===== config.mk =====
export PLATFORM = sky130hd
export DESIGN_NAME = rtc_alarm_cmp
export DESIGN_NICKNAME = d
export VERILOG_FILES = /design/src/rtl/rtc_alarm_pkg.sv /design/src/rtl/rtc_field_decode.sv /design/src/rtl/rtc_alarm_match.sv /design/src/rtl/rtc_alarm_cmp.sv
export SDC_FILE = /design/constraint.sdc
export NUM_CORES = 1
export LEC_CHECK = 0
export BUFFER_PORTS_ARGS = -buffer_cell sky130_fd_sc_hd__buf_2
export CORE_MARGIN = 2
export CORE_UTILIZATION = 60
export DETAILED_ROUTE_END_ITERATION = 8
export PLACE_DENSITY = 0.87
export SYNTH_ARGS = -nofsm -noshare
export SYNTH_HDL_FRONTEND = slang
export SYNTH_SLANG_ARGS = --single-unit

===== constraint.sdc =====
create_clock -name clk -period 11.4 [get_ports clk]
set_clock_uncertainty 0.05 [all_clocks]
set_input_delay 0.57 -clock clk [delete_from_list [all_inputs] [get_ports clk]]
set_output_delay 0.57 -clock clk [all_outputs]
set_load 0.005 [all_outputs]

===== src/rtl/rtc_alarm_pkg.sv =====
package rtc_alarm_pkg;
  localparam int FW = 8;           // width of one time/alarm byte
  localparam int VW = FW - 1;      // width of a decoded value
  localparam int NF = 3;           // number of compared fields
  localparam int HOUR_IDX = 2;     // field index of hours
  localparam int HALF_DAY = 12;

  // packed BCD (tens in [6:4], units in [3:0]) or binary to binary
  function automatic logic [VW-1:0] to_bin(input logic [VW-1:0] v, input logic bin);
    logic [VW-1:0] tens;
    logic [VW-1:0] units;
    tens  = VW'(v[VW-1:4]);
    units = VW'(v[3:0]);
    return bin ? v : VW'(tens * VW'(10) + units);
  endfunction
endpackage


===== src/rtl/rtc_field_decode.sv =====
module rtc_field_decode
  import rtc_alarm_pkg::*;
#(
  parameter bit IS_HOUR = 1'b0
) (
  input  logic [FW-1:0] raw,
  input  logic          bin_mode,
  input  logic          hr24,
  output logic [VW-1:0] val,
  output logic          wild
);
  logic [VW-1:0] plain;

  assign plain = to_bin(raw[VW-1:0], bin_mode);
  assign wild  = (raw[FW-1:FW-2] == 2'b11);

  generate
    if (IS_HOUR) begin : g_hour
      logic [VW-1:0] folded;
      // 12 AM folds to 0, PM adds half a day
      assign folded = VW'(plain % VW'(HALF_DAY));
      assign val = hr24 ? plain : (raw[FW-1] ? VW'(folded + VW'(HALF_DAY)) : folded);
    end else begin : g_plain
      assign val = plain;
    end
  endgenerate
endmodule


===== src/rtl/rtc_alarm_match.sv =====
module rtc_alarm_match
  import rtc_alarm_pkg::*;
(
  input  logic [NF-1:0][FW-1:0] time_raw,
  input  logic [NF-1:0][FW-1:0] alarm_raw,
  input  logic                  bin_mode,
  input  logic                  hr24,
  output logic                  hit
);
  logic [NF-1:0] field_hit;

  generate
    for (genvar g = 0; g < NF; g++) begin : g_field
      logic [VW-1:0] tv;
      logic [VW-1:0] av;
      logic          t_wild_unused;
      logic          a_wild;

      rtc_field_decode #(.IS_HOUR(g == HOUR_IDX)) u_tdec (
        .raw(time_raw[g]), .bin_mode(bin_mode), .hr24(hr24),
        .val(tv), .wild(t_wild_unused)
      );
      rtc_field_decode #(.IS_HOUR(g == HOUR_IDX)) u_adec (
        .raw(alarm_raw[g]), .bin_mode(bin_mode), .hr24(hr24),
        .val(av), .wild(a_wild)
      );

      assign field_hit[g] = a_wild | (tv == av);
    end
  endgenerate

  assign hit = &field_hit;
endmodule


===== src/rtl/rtc_alarm_cmp.sv =====
module rtc_alarm_cmp
  import rtc_alarm_pkg::*;
(
  input  logic          clk,
  input  logic          rst,
  input  logic          upd_pulse,
  input  logic          div_hold,
  input  logic          bin_mode,
  input  logic          hr24,
  input  logic          alarm_en,
  input  logic          flag_clr,
  input  logic [FW-1:0] t_sec,
  input  logic [FW-1:0] t_min,
  input  logic [FW-1:0] t_hour,
  input  logic [FW-1:0] al_sec,
  input  logic [FW-1:0] al_min,
  input  logic [FW-1:0] al_hour,
  output logic          alarm_match,
  output logic          alarm_flag,
  output logic          irq_pulse
);
  logic [NF-1:0][FW-1:0] time_raw;
  logic [NF-1:0][FW-1:0] alarm_raw;
  logic                  hit;
  logic                  fire;

  assign time_raw  = {t_hour, t_min, t_sec};
  assign alarm_raw = {al_hour, al_min, al_sec};

  rtc_alarm_match u_match (
    .time_raw(time_raw), .alarm_raw(alarm_raw),
    .bin_mode(bin_mode), .hr24(hr24), .hit(hit)
  );

  assign fire = upd_pulse & ~div_hold & hit;

  always_ff @(posedge clk) begin
    if (rst) begin
      alarm_match <= 1'b0;
      alarm_flag  <= 1'b0;
      irq_pulse   <= 1'b0;
    end else begin
      alarm_match <= fire;
      irq_pulse   <= fire & alarm_en & ~alarm_flag;
      alarm_flag  <= fire | (alarm_flag & ~flag_clr);
    end
  end

  a_r2_match_needs_update: assert property (@(posedge clk) disable iff (rst)
    alarm_match |-> $past(upd_pulse));
  a_r7_hold_blocks: assert property (@(posedge clk) disable iff (rst)
    $past(div_hold) |-> !alarm_match);
  a_r4_all_wild_fires: assert property (@(posedge clk) disable iff (rst)
    (upd_pulse && !div_hold && al_sec[FW-1:FW-2] == 2'b11 &&
     al_min[FW-1:FW-2] == 2'b11 && al_hour[FW-1:FW-2] == 2'b11) |=> alarm_match);
  a_r8_match_sets_flag: assert property (@(posedge clk) disable iff (rst)
    alarm_match |-> alarm_flag);
  a_r8_flag_sticky: assert property (@(posedge clk) disable iff (rst)
    ($past(alarm_flag) && !$past(flag_clr)) |-> alarm_flag);
  a_r9_irq_gated: assert property (@(posedge clk) disable iff (rst)
    irq_pulse |-> (alarm_match && $past(alarm_en) && !$past(alarm_flag)));
endmodule


* Yosys cells after proc, flatten, opt, wreduce, memory -nomap -nowiden
Cells that the tools add are included.
** Storage, ports and cells
- Bits in registers :: 3
- Input port bits :: 56
- Output and inout port bits :: 3
- Word-level logic and storage cells :: 48
** Operators by class
- $add $sub $neg :: 8
- $mul :: 6
- Divide/modulo/power cells :: 2
- Equal/unequal tests :: 6
- Mux-type cells :: 10
- Bitwise gates (word level) :: 12
- Reduce and logical (&&, ||, !) cells :: 1
** Operators by type and width (count)
- 7-bit two-way mux :: 10
- 7-bit by 4-bit adder with 7-bit output :: 6
- 3-bit by 3-bit multiplier with 6-bit output (second input constant) :: 6
- 7-bit == test :: 3
- 7-bit by 4-bit adder with 7-bit output (second input constant) :: 2
- 7-bit by 4-bit remainder unit with 7-bit output (second input constant) :: 2
- 2-bit == test (second input constant) :: 3
- 1-bit bitwise AND :: 5
- 1-bit OR :: 4
- 1-bit NOT :: 3
- 3-bit AND reduction :: 1

* Depth between registers and ports, before layout
Gate-level depths: netlist of run 1.
- Depth in word-level cells :: 13
- Gate-level depth with buffers :: 18
- Mapped depth without buffers :: 18

* Cells and area by module
A second synthesis of run 1 with hierarchy kept.
** Second synthesis, totals
- Cells, all modules :: 402
- Area, all modules :: 3208.1 sq um
** By module, submodules not included
- rtc_field_decode at u_match.g_field[0].u_adec ... :: instances 4, cells each 38, area an instance 319.1 sq um, sequential area each 0.0 sq um
- rtc_field_decode at u_match.g_field[2].u_adec :: instances 1, cells each 107, area an instance 797.0 sq um, sequential area each 0.0 sq um
- rtc_field_decode at u_match.g_field[2].u_tdec :: instances 1, cells each 107, area an instance 785.8 sq um, sequential area each 0.0 sq um
- rtc_alarm_match :: instances 1, cells each 28, area an instance 234.0 sq um, sequential area each 0.0 sq um
- rtc_alarm_cmp :: instances 1, cells each 8, area an instance 115.1 sq um, sequential area each 60.1 sq um

* Least setup slack after synthesis of run 1
OpenSTA, ideal clock, no wires.
- Path kind :: input to register
- From :: input port t_hour[4]
- To :: register irq_pulse
- Library setup time :: 0.073 ns
- Arrival :: 3.864 ns
- Required time :: 11.277 ns
- Slack :: 7.414 ns
- Stages :: 17
- Path buffers :: 0
- Path through :: ha_1 > ha_1 > ha_1 > o211ai_2 > o21a_1 > or4_4 > nor3_2 > a211oi_1 > and2_4 > ha_1 > nand2b_1 > xnor2_1 > o22ai_1 > o2111ai_1 > nor4bb_1 > a31oi_2 > nor3b_2
** On the way
- Longest elaborated chain between the ends :: 13
** Ends and longest elaborated chain
- start, declared :: RTL line rtc_alarm_cmp.sv:14 : input logic [FW-1:0] t_hour,
- 3-bit by 3-bit multiplier with 6-bit output :: RTL line rtc_alarm_pkg.sv:14 : return bin ? v : VW'(tens * VW'(10) + units);
- 7-bit by 4-bit adder with 7-bit output :: RTL line rtc_alarm_pkg.sv:14
- 7-bit two-way mux (*) :: RTL line rtc_alarm_pkg.sv:14
- 7-bit by 4-bit remainder unit with 7-bit output :: RTL line rtc_field_decode.sv:21 : assign folded = VW'(plain % VW'(HALF_DAY));
- 7-bit by 4-bit adder with 7-bit output :: RTL line rtc_field_decode.sv:22 : assign val = hr24 ? plain : (raw[FW-1] ? VW'(folded + VW'(HALF_DAY)) : folded);
- 7-bit two-way mux :: RTL line rtc_field_decode.sv:22
- 7-bit two-way mux (*) :: RTL line rtc_field_decode.sv:22
- 7-bit == test (*) :: RTL line rtc_alarm_match.sv:28 : assign field_hit[g] = a_wild | (tv == av);
- 1-bit OR (*) :: RTL line rtc_alarm_match.sv:28
- 3-bit AND reduction (*) :: RTL line rtc_alarm_match.sv:32 : assign hit = &field_hit;
- 1-bit bitwise AND (*) :: RTL line rtc_alarm_cmp.sv:35 : assign fire = upd_pulse & ~div_hold & hit;
- 1-bit bitwise AND (*) (2 in series) :: RTL line rtc_alarm_cmp.sv:44 : irq_pulse <= fire & alarm_en & ~alarm_flag;
- end signal, assigned :: RTL line rtc_alarm_cmp.sv:44
- end, declared :: RTL line rtc_alarm_cmp.sv:20 : output logic irq_pulse
Every way passes the cells marked *; elsewhere a longest branch is shown, timed or not.
A chain may end at the register's enable or synchronous reset.

* Worst setup path in the final report of run 1
Same ends and word-level chain as after synthesis.

==> flow_summary.json, run 1 <==
{
  "wirelength_mm": 6.10,
  "fin_total_pwr_mw": 0.224,
  "leakagePower_nw": 1.37,
  "cpPeakStageDelay_ps": 510,
  "syn2layout_area_growth_pct": 13.5,
  "design.core.area_um2": 4090,
  "drv_slew": 0,
  "slew_headroom_pct": 61.2,
  "layout_commonest_cell": "buf_2",
  "num_vias": 2603,
  "final_antenna_net_count": 0,
  "antenna_found_initial": 0,
  "yosys.area.top_type": "ha_1",
  "r2r_start": "alarm_flag$_SDFF_PP0_",
  "r2r_slack_ps": 10800,
  "cap_violations": 0,
  "drt_first_pass_iters": 4,
  "async_reset_ff_share_pct": 0,
  "end_kind": "flip-flop",
  "r2r_end": "irq_pulse$_SDFF_PP0_",
  "synth.avg_cell_area_um2": 7.80,
  "synthDistinctLibCells": 71,
  "dp_hpwl_mm": 5.14,
  "cp_max_fo": 7,
  "holdPathEnd": "irq_pulse$_SDFF_PP0_",
  "clkTransAtPathRegs_ps": 30,
  "synth_enable_flop_cells": 0,
  "hold_class": "reg2reg",
  "synth_seq_cells": 3,
  "grt_pass1_vias": 2471,
  "synth-main-ff-cell": "dfxtp_1",
  "drc": 0,
  "p_per_area_nw_per_um2": 76.0,
  "routabilityCongestion": 0.877,
  "tns_ps": 0,
  "period_share_pct": 38.5,
  "drtIter0Drc": 165,
  "yosysTopAreaCellShare_pct": 18.3,
  "critPathKind": "in2reg",
  "cp_slowest_cell": "nor3_1",
  "diodes": 0,
  "cts_tree": "yes",
  "nets": 487,
  "grt_pass1_wl_mm": 10.6,
  "clkPwrFrac_pct": 14.0,
  "hold_violations": 0,
  "grt_max_degree": 29,
  "post_cts_buffers": 0,
  "worstHoldPathCells": 1,
  "clock_tree.root_cell": "clkbuf_8",
  "synthTopCellsByArea": "ha_1 18%, xnor2_1 12%, xor2_1 8.8%",
  "die_w_um": 69.8,
  "synth_nets": 433,
  "cp-start-kind": "input port",
  "cts_resized": 0,
  "die-area_um2": 4870,
  "p_seq_share_pct": 4.7,
  "ctsHoldBuffers": 0,
  "synth_warnings": 0,
  "reg2reg_depth": 1,
  "via_per_inst": 5.97,
  "cts.sinks": 3,
  "cts_buffers": 3,
  "crit_path_frequent_cell": "ha_1",
  "layout_min_cycle_time_ps": 4390,
  "hp-start": "alarm_flag$_SDFF_PP0_",
  "setup_viol_count_final": 0,
  "outcome": "complete, no violations",
  "path_delay_family": "simple AND/OR/NAND/NOR gates",
  "initial_core_util_pct": 63.6,
  "rows": 23,
  "overflow": 0,
  "p_switching_mw": 0.105,
  "cp_num_buf_inv": 1,
  "die_h_um": 69.8,
  "grtUsageTotal_pct": 25.6,
  "syn_inst": 333,
  "tightest_slew_ps": 578,
  "io_buffers": 56,
  "layout_common_cells": "56 x buf_2, 38 x ha_1, 36 x xnor2_1, 26 x xor2_1, 25 x nor2_1",
  "max_freq_mhz": 228,
  "rsz0062_at_grt": "no",
  "ioPinCount": 59,
  "drt-wirelength-per-cell_um": 14.0,
  "path_cells": "buf_2 -> ha_1 -> ha_1 -> ha_1 -> o211ai_2 -> o21a_1 -> nor3_1 -> and3_1 -> o21ai_1 -> and4bb_4 -> ha_1 -> nand2b_1 -> xnor2_1 -> o22ai_1 -> o2111ai_1 -> nor4bb_1 -> a31oi_2 -> nor3b_2",
  "critical_path_arrival_ps": 4490,
  "critPathRequiredTime_ps": 11500,
  "sw_frac_of_total_pct": 46.9,
  "worst_skew_pair.late_latency_ps": 220,
  "layout-drive-gt1-share_pct": 22.3,
  "netlist_area_um2": 2600,
  "internal_power_mw": 0.119,
  "peakVddDrop_uv": 41.5,
  "yosysSeqAreaShare_pct": 2.31,
  "htree_levels": 1,
  "p_comb_share_pct": 81.3,
  "cts_buffer_depth": 2
}
cells in the mapped netlist (2+ instances only):
master	n
nand2_1	17
xor2_1	26
o22ai_1	2
a31o_2	4
clkbuf_1	3
buf_2	3
inv_1	19
nand4_1	2
fa_1	6
nor2_1	25
dfxtp_1	3
o211ai_1	2
a21oi_1	10
o21ai_0	17
nand2b_1	5
a21o_1	8
o21a_1	2
nor4_1	5
xnor2_1	36
nand3_1	14
mux2_2	4
a31oi_1	5
nor2b_1	6
ha_1	38
and3_1	3
or3_1	5
a211oi_1	2
mux2i_1	7
or4_1	2
nor3_1	11
area by class of cell:
class	instances	area [µm²]
Clock buffer	4	45.0
Tap cell	50	62.6
Timing Repair Buffer	56	280
Fill cell	326	1140
Multi-Input combinational cell	303	2420
Inverter	20	75.1
Sequential cell	3	60.1
routing by layer:
metal / routed length [µm] / GRT usage [%] / vias to the layer above
li1: - / - / 1319
met1: 2730 / 32.3 / 1183
met2: 2940 / 44.4 / 89
met3: 339 / 3.49 / 12
met4: 92 / 8.55 / 0
met5: 0 / 0 / -
cells by family (layout without fill, tap and decap cells):
| family | Yosys count | in the layout | synth area share, % |
|---|---|---|---|
| AND/OR/NAND/NOR | 111 | 111 | 24.0 |
| AO/OA/AOI/OAI | 74 | 74 | 20.4 |
| XOR/XNOR | 63 | 63 | 21.5 |
| adder cells (fa/ha/maj) | 44 | 44 | 22.9 |
| buffers and inverters | 27 | 80 | 4.33 |
| multiplexers | 11 | 11 | 4.43 |
| flip-flops | 3 | 3 | 2.31 |
state kept, by name, summed over array words and instances, names as in the netlist:
register / count
alarm_match: 1
irq_pulse: 1
alarm_flag: 1
power groups by stage:
stage	clock (mW)	combinational [mW]	sequential, mW
3_5_place_dp	0	0.180	0.0108
2_1_floorplan	0	0.140	0.0108
4_1_cts	0.0320	0.181	0.0106
3_3_place_gp	0	0.174	0.0107
6_report	0.0313	0.182	0.0106
5_1_grt	0.0331	0.204	0.0106
how the worst max path moves through the flow:
stage / startpoint / end / slack (ps) / depth (start not counted)
2_1_floorplan: t_hour[4] / irq_pulse$_SDFF_PP0_ / 7410 / 17
3_3_place_gp: t_hour[4] / irq_pulse$_SDFF_PP0_ / 6830 / 18
6_report: t_hour[4] / irq_pulse$_SDFF_PP0_ / 7010 / 18
4_1_cts: t_hour[4] / irq_pulse$_SDFF_PP0_ / 7040 / 18
5_1_grt: t_hour[4] / irq_pulse$_SDFF_PP0_ / 6650 / 18
3_5_place_dp: t_hour[4] / irq_pulse$_SDFF_PP0_ / 6840 / 18
stage by stage:
| step | instances | hold slack (ps) | utilization [%] | setup slack (ps) | area (µm²) |
|---|---|---|---|---|---|
| floorplan | 333 | 407 | - | 7410 | 2600 |
| global placement | 432 | 398 | 71.0 | 6830 | 2900 |
| detailed placement | 432 | 415 | 71.0 | 6840 | 2900 |
| CTS | 436 | 419 | 72.1 | 7040 | 2950 |
| global route | 436 | 439 | 72.1 | 6650 | 2950 |
| finish | 436 | 410 | 72.1 | 7010 | 2950 |
(Power assumes the default switching activity.)
==> inputs of run 2 (changes only) <==
- CORE_UTILIZATION: 60 -> 51
- PLACE_DENSITY: 0.87 -> 0.79
- clock period: 11.4 -> 3.59 ns (I/O delays scaled with it)
==> flow_summary.json, run 2 (synthesized netlist as in run 1, its figures left out) <==
{
  "drt-wirelength-per-cell_um": 18.3,
  "cap_violations": 0,
  "final_antenna_net_count": 0,
  "cts.sinks": 3,
  "htree_levels": 1,
  "hold_class": "in2reg",
  "grt_pass1_wl_mm": 12.2,
  "grt_pass1_vias": 2826,
  "layout_commonest_cell": "buf_2",
  "layout_min_cycle_time_ps": 3820,
  "p_per_area_nw_per_um2": 260,
  "drv_slew": 0,
  "place_area_um2": 3280,
  "leakagePower_nw": 1.74,
  "setup_slack_ps": -230,
  "syn2layout_area_growth_pct": 49.0,
  "fin_hold_ws_ps": 162,
  "worst_skew_pair.late_latency_ps": 210,
  "cts_tree": "yes",
  "sw_frac_of_total_pct": 46.1,
  "hold_violations": 0,
  "clkPwrFrac_pct": 9.7,
  "design.core.area_um2": 4820,
  "overflow": 0,
  "cts_buffer_depth": 2,
  "grtUsageTotal_pct": 26.7,
  "ioPinCount": 59,
  "critPathKind": "in2reg",
  "violations": "setup timing",
  "antenna_found_initial": 1,
  "setup_viol_count_final": 3,
  "outcome": "complete, but fails checks",
  "cp-start-kind": "input port",
  "dp_hpwl_mm": 5.95,
  "layout-drive-gt1-share_pct": 43.3,
  "die-area_um2": 5680,
  "num_vias": 3144,
  "nets": 540,
  "internal_power_mw": 0.543,
  "drc": 0,
  "via_per_inst": 6.21,
  "period_share_pct": 106,
  "layout_common_cells": "52 x buf_2, 50 x buf_4, 33 x xnor2_1, 27 x ha_1, 24 x xor2_1",
  "critical_path_arrival_ps": 3920,
  "cts_buffers": 3,
  "rsz0062_at_grt": "yes",
  "clkTransAtPathRegs_ps": 30,
  "critPathRequiredTime_ps": 3690,
  "drtIter0Drc": 314,
  "die_w_um": 75.4,
  "rows": 25,
  "cp_max_fo": 5,
  "p_switching_mw": 0.465,
  "wirelength_mm": 9.27,
  "max_freq_mhz": 262,
  "diodes": 0,
  "ctsHoldBuffers": 0,
  "p_seq_share_pct": 3.3,
  "drt_first_pass_iters": 5,
  "clock_tree.root_cell": "clkbuf_8",
  "p_comb_share_pct": 86.9,
  "io_buffers": 56,
  "slew_headroom_pct": 49.1,
  "end_kind": "flip-flop",
  "peakVddDrop_uv": 175,
  "place_ws_ps": -302,
  "fin_area_um2": 3870,
  "routabilityCongestion": 0.841,
  "top_regs": "alarm_flag x1, alarm_match x1, irq_pulse x1",
  "initial_core_util_pct": 53.9,
  "tightest_slew_ps": 756,
  "die_h_um": 75.4,
  "grt_max_degree": 16
}
==> run 2: cell count changes in the layout (fill, tap and decap cells not counted), sizes merged <==
cell | previous run | this run
buf | 56 | 109
==> run 2: path summary, 6_finish.rpt <==
check,slack (ps),depth (start not counted),startpoint,to
worst min-delay path,160,2,alarm_en,irq_pulse$_SDFF_PP0_
worst max register to register,2990,2,alarm_flag$_SDFF_PP0_,alarm_flag$_SDFF_PP0_
worst min register to register,410,1,alarm_flag$_SDFF_PP0_,irq_pulse$_SDFF_PP0_
worst max-delay path,-230,19,al_hour[4],irq_pulse$_SDFF_PP0_
==> run 2: power by group through the flow <==
stage                     sequential, mW  combinational (mW)  clock [mW]
after floorplan                   0.0341               0.445           0
after global placement            0.0341               0.644           0
after detailed placement          0.0341               0.667           0
after CTS                         0.0337               0.693      0.0999
after global routing              0.0337               0.938       0.100
final                             0.0337               0.876      0.0982
==> run 2: through the flow <==
stage	total power, mW	utilization, %	setup TNS (ps)	std cells
final	1.01	80.3	-464	506
after global routing	1.07	80.3	-962	506
after CTS	0.827	70.8	0	499
after detailed placement	0.701	68.1	-723	495
after global placement	0.678	68.1	-364	495
after floorplan	0.479	-	0	333
==> run 2: worst max-delay path: stages <==
cell and delay [ps]:
buf_4 140, buf_4 140, ha_4 170, fa_2 460, xor2_2 230, mux2i_1 450
nor2_1 140, buf_4 160, nor2_2 120, o22ai_2 120, nor2_2 100, ha_2 200
nor2b_4 50, xnor2_2 120, o22ai_1 170, o2111ai_1 150, nor4bb_1 460, a31oi_2 180
nor3b_2 190
==> run 2: area by class of cell <==
class / instances / area (µm²)
Fill cell: 293 / 947
Clock buffer: 4 / 45.0
Tap cell: 67 / 83.8
Inverter: 20 / 75.1
Timing Repair Buffer: 109 / 718
Sequential cell: 3 / 60.1
Multi-Input combinational cell: 303 / 2890
==> run 2: layer usage <==
| layer | global-route usage [%] | wire length [µm] | vias up |
|---|---|---|---|
| li1 | - | - | 1428 |
| met1 | 34.2 | 3750 | 1484 |
| met2 | 46.9 | 4550 | 184 |
| met3 | 3.57 | 644 | 46 |
| met4 | 7.60 | 321 | 2 |
| met5 | 0 | 13 | - |
==> run 2: timing repair <==
item | CTS | global route
setup endpoints to repair | 2 | 3
hold endpoints to repair | 0 | 0
resized for setup | 15 | 81
buffers inserted | 0 | 7
pin swaps | 4 | 37
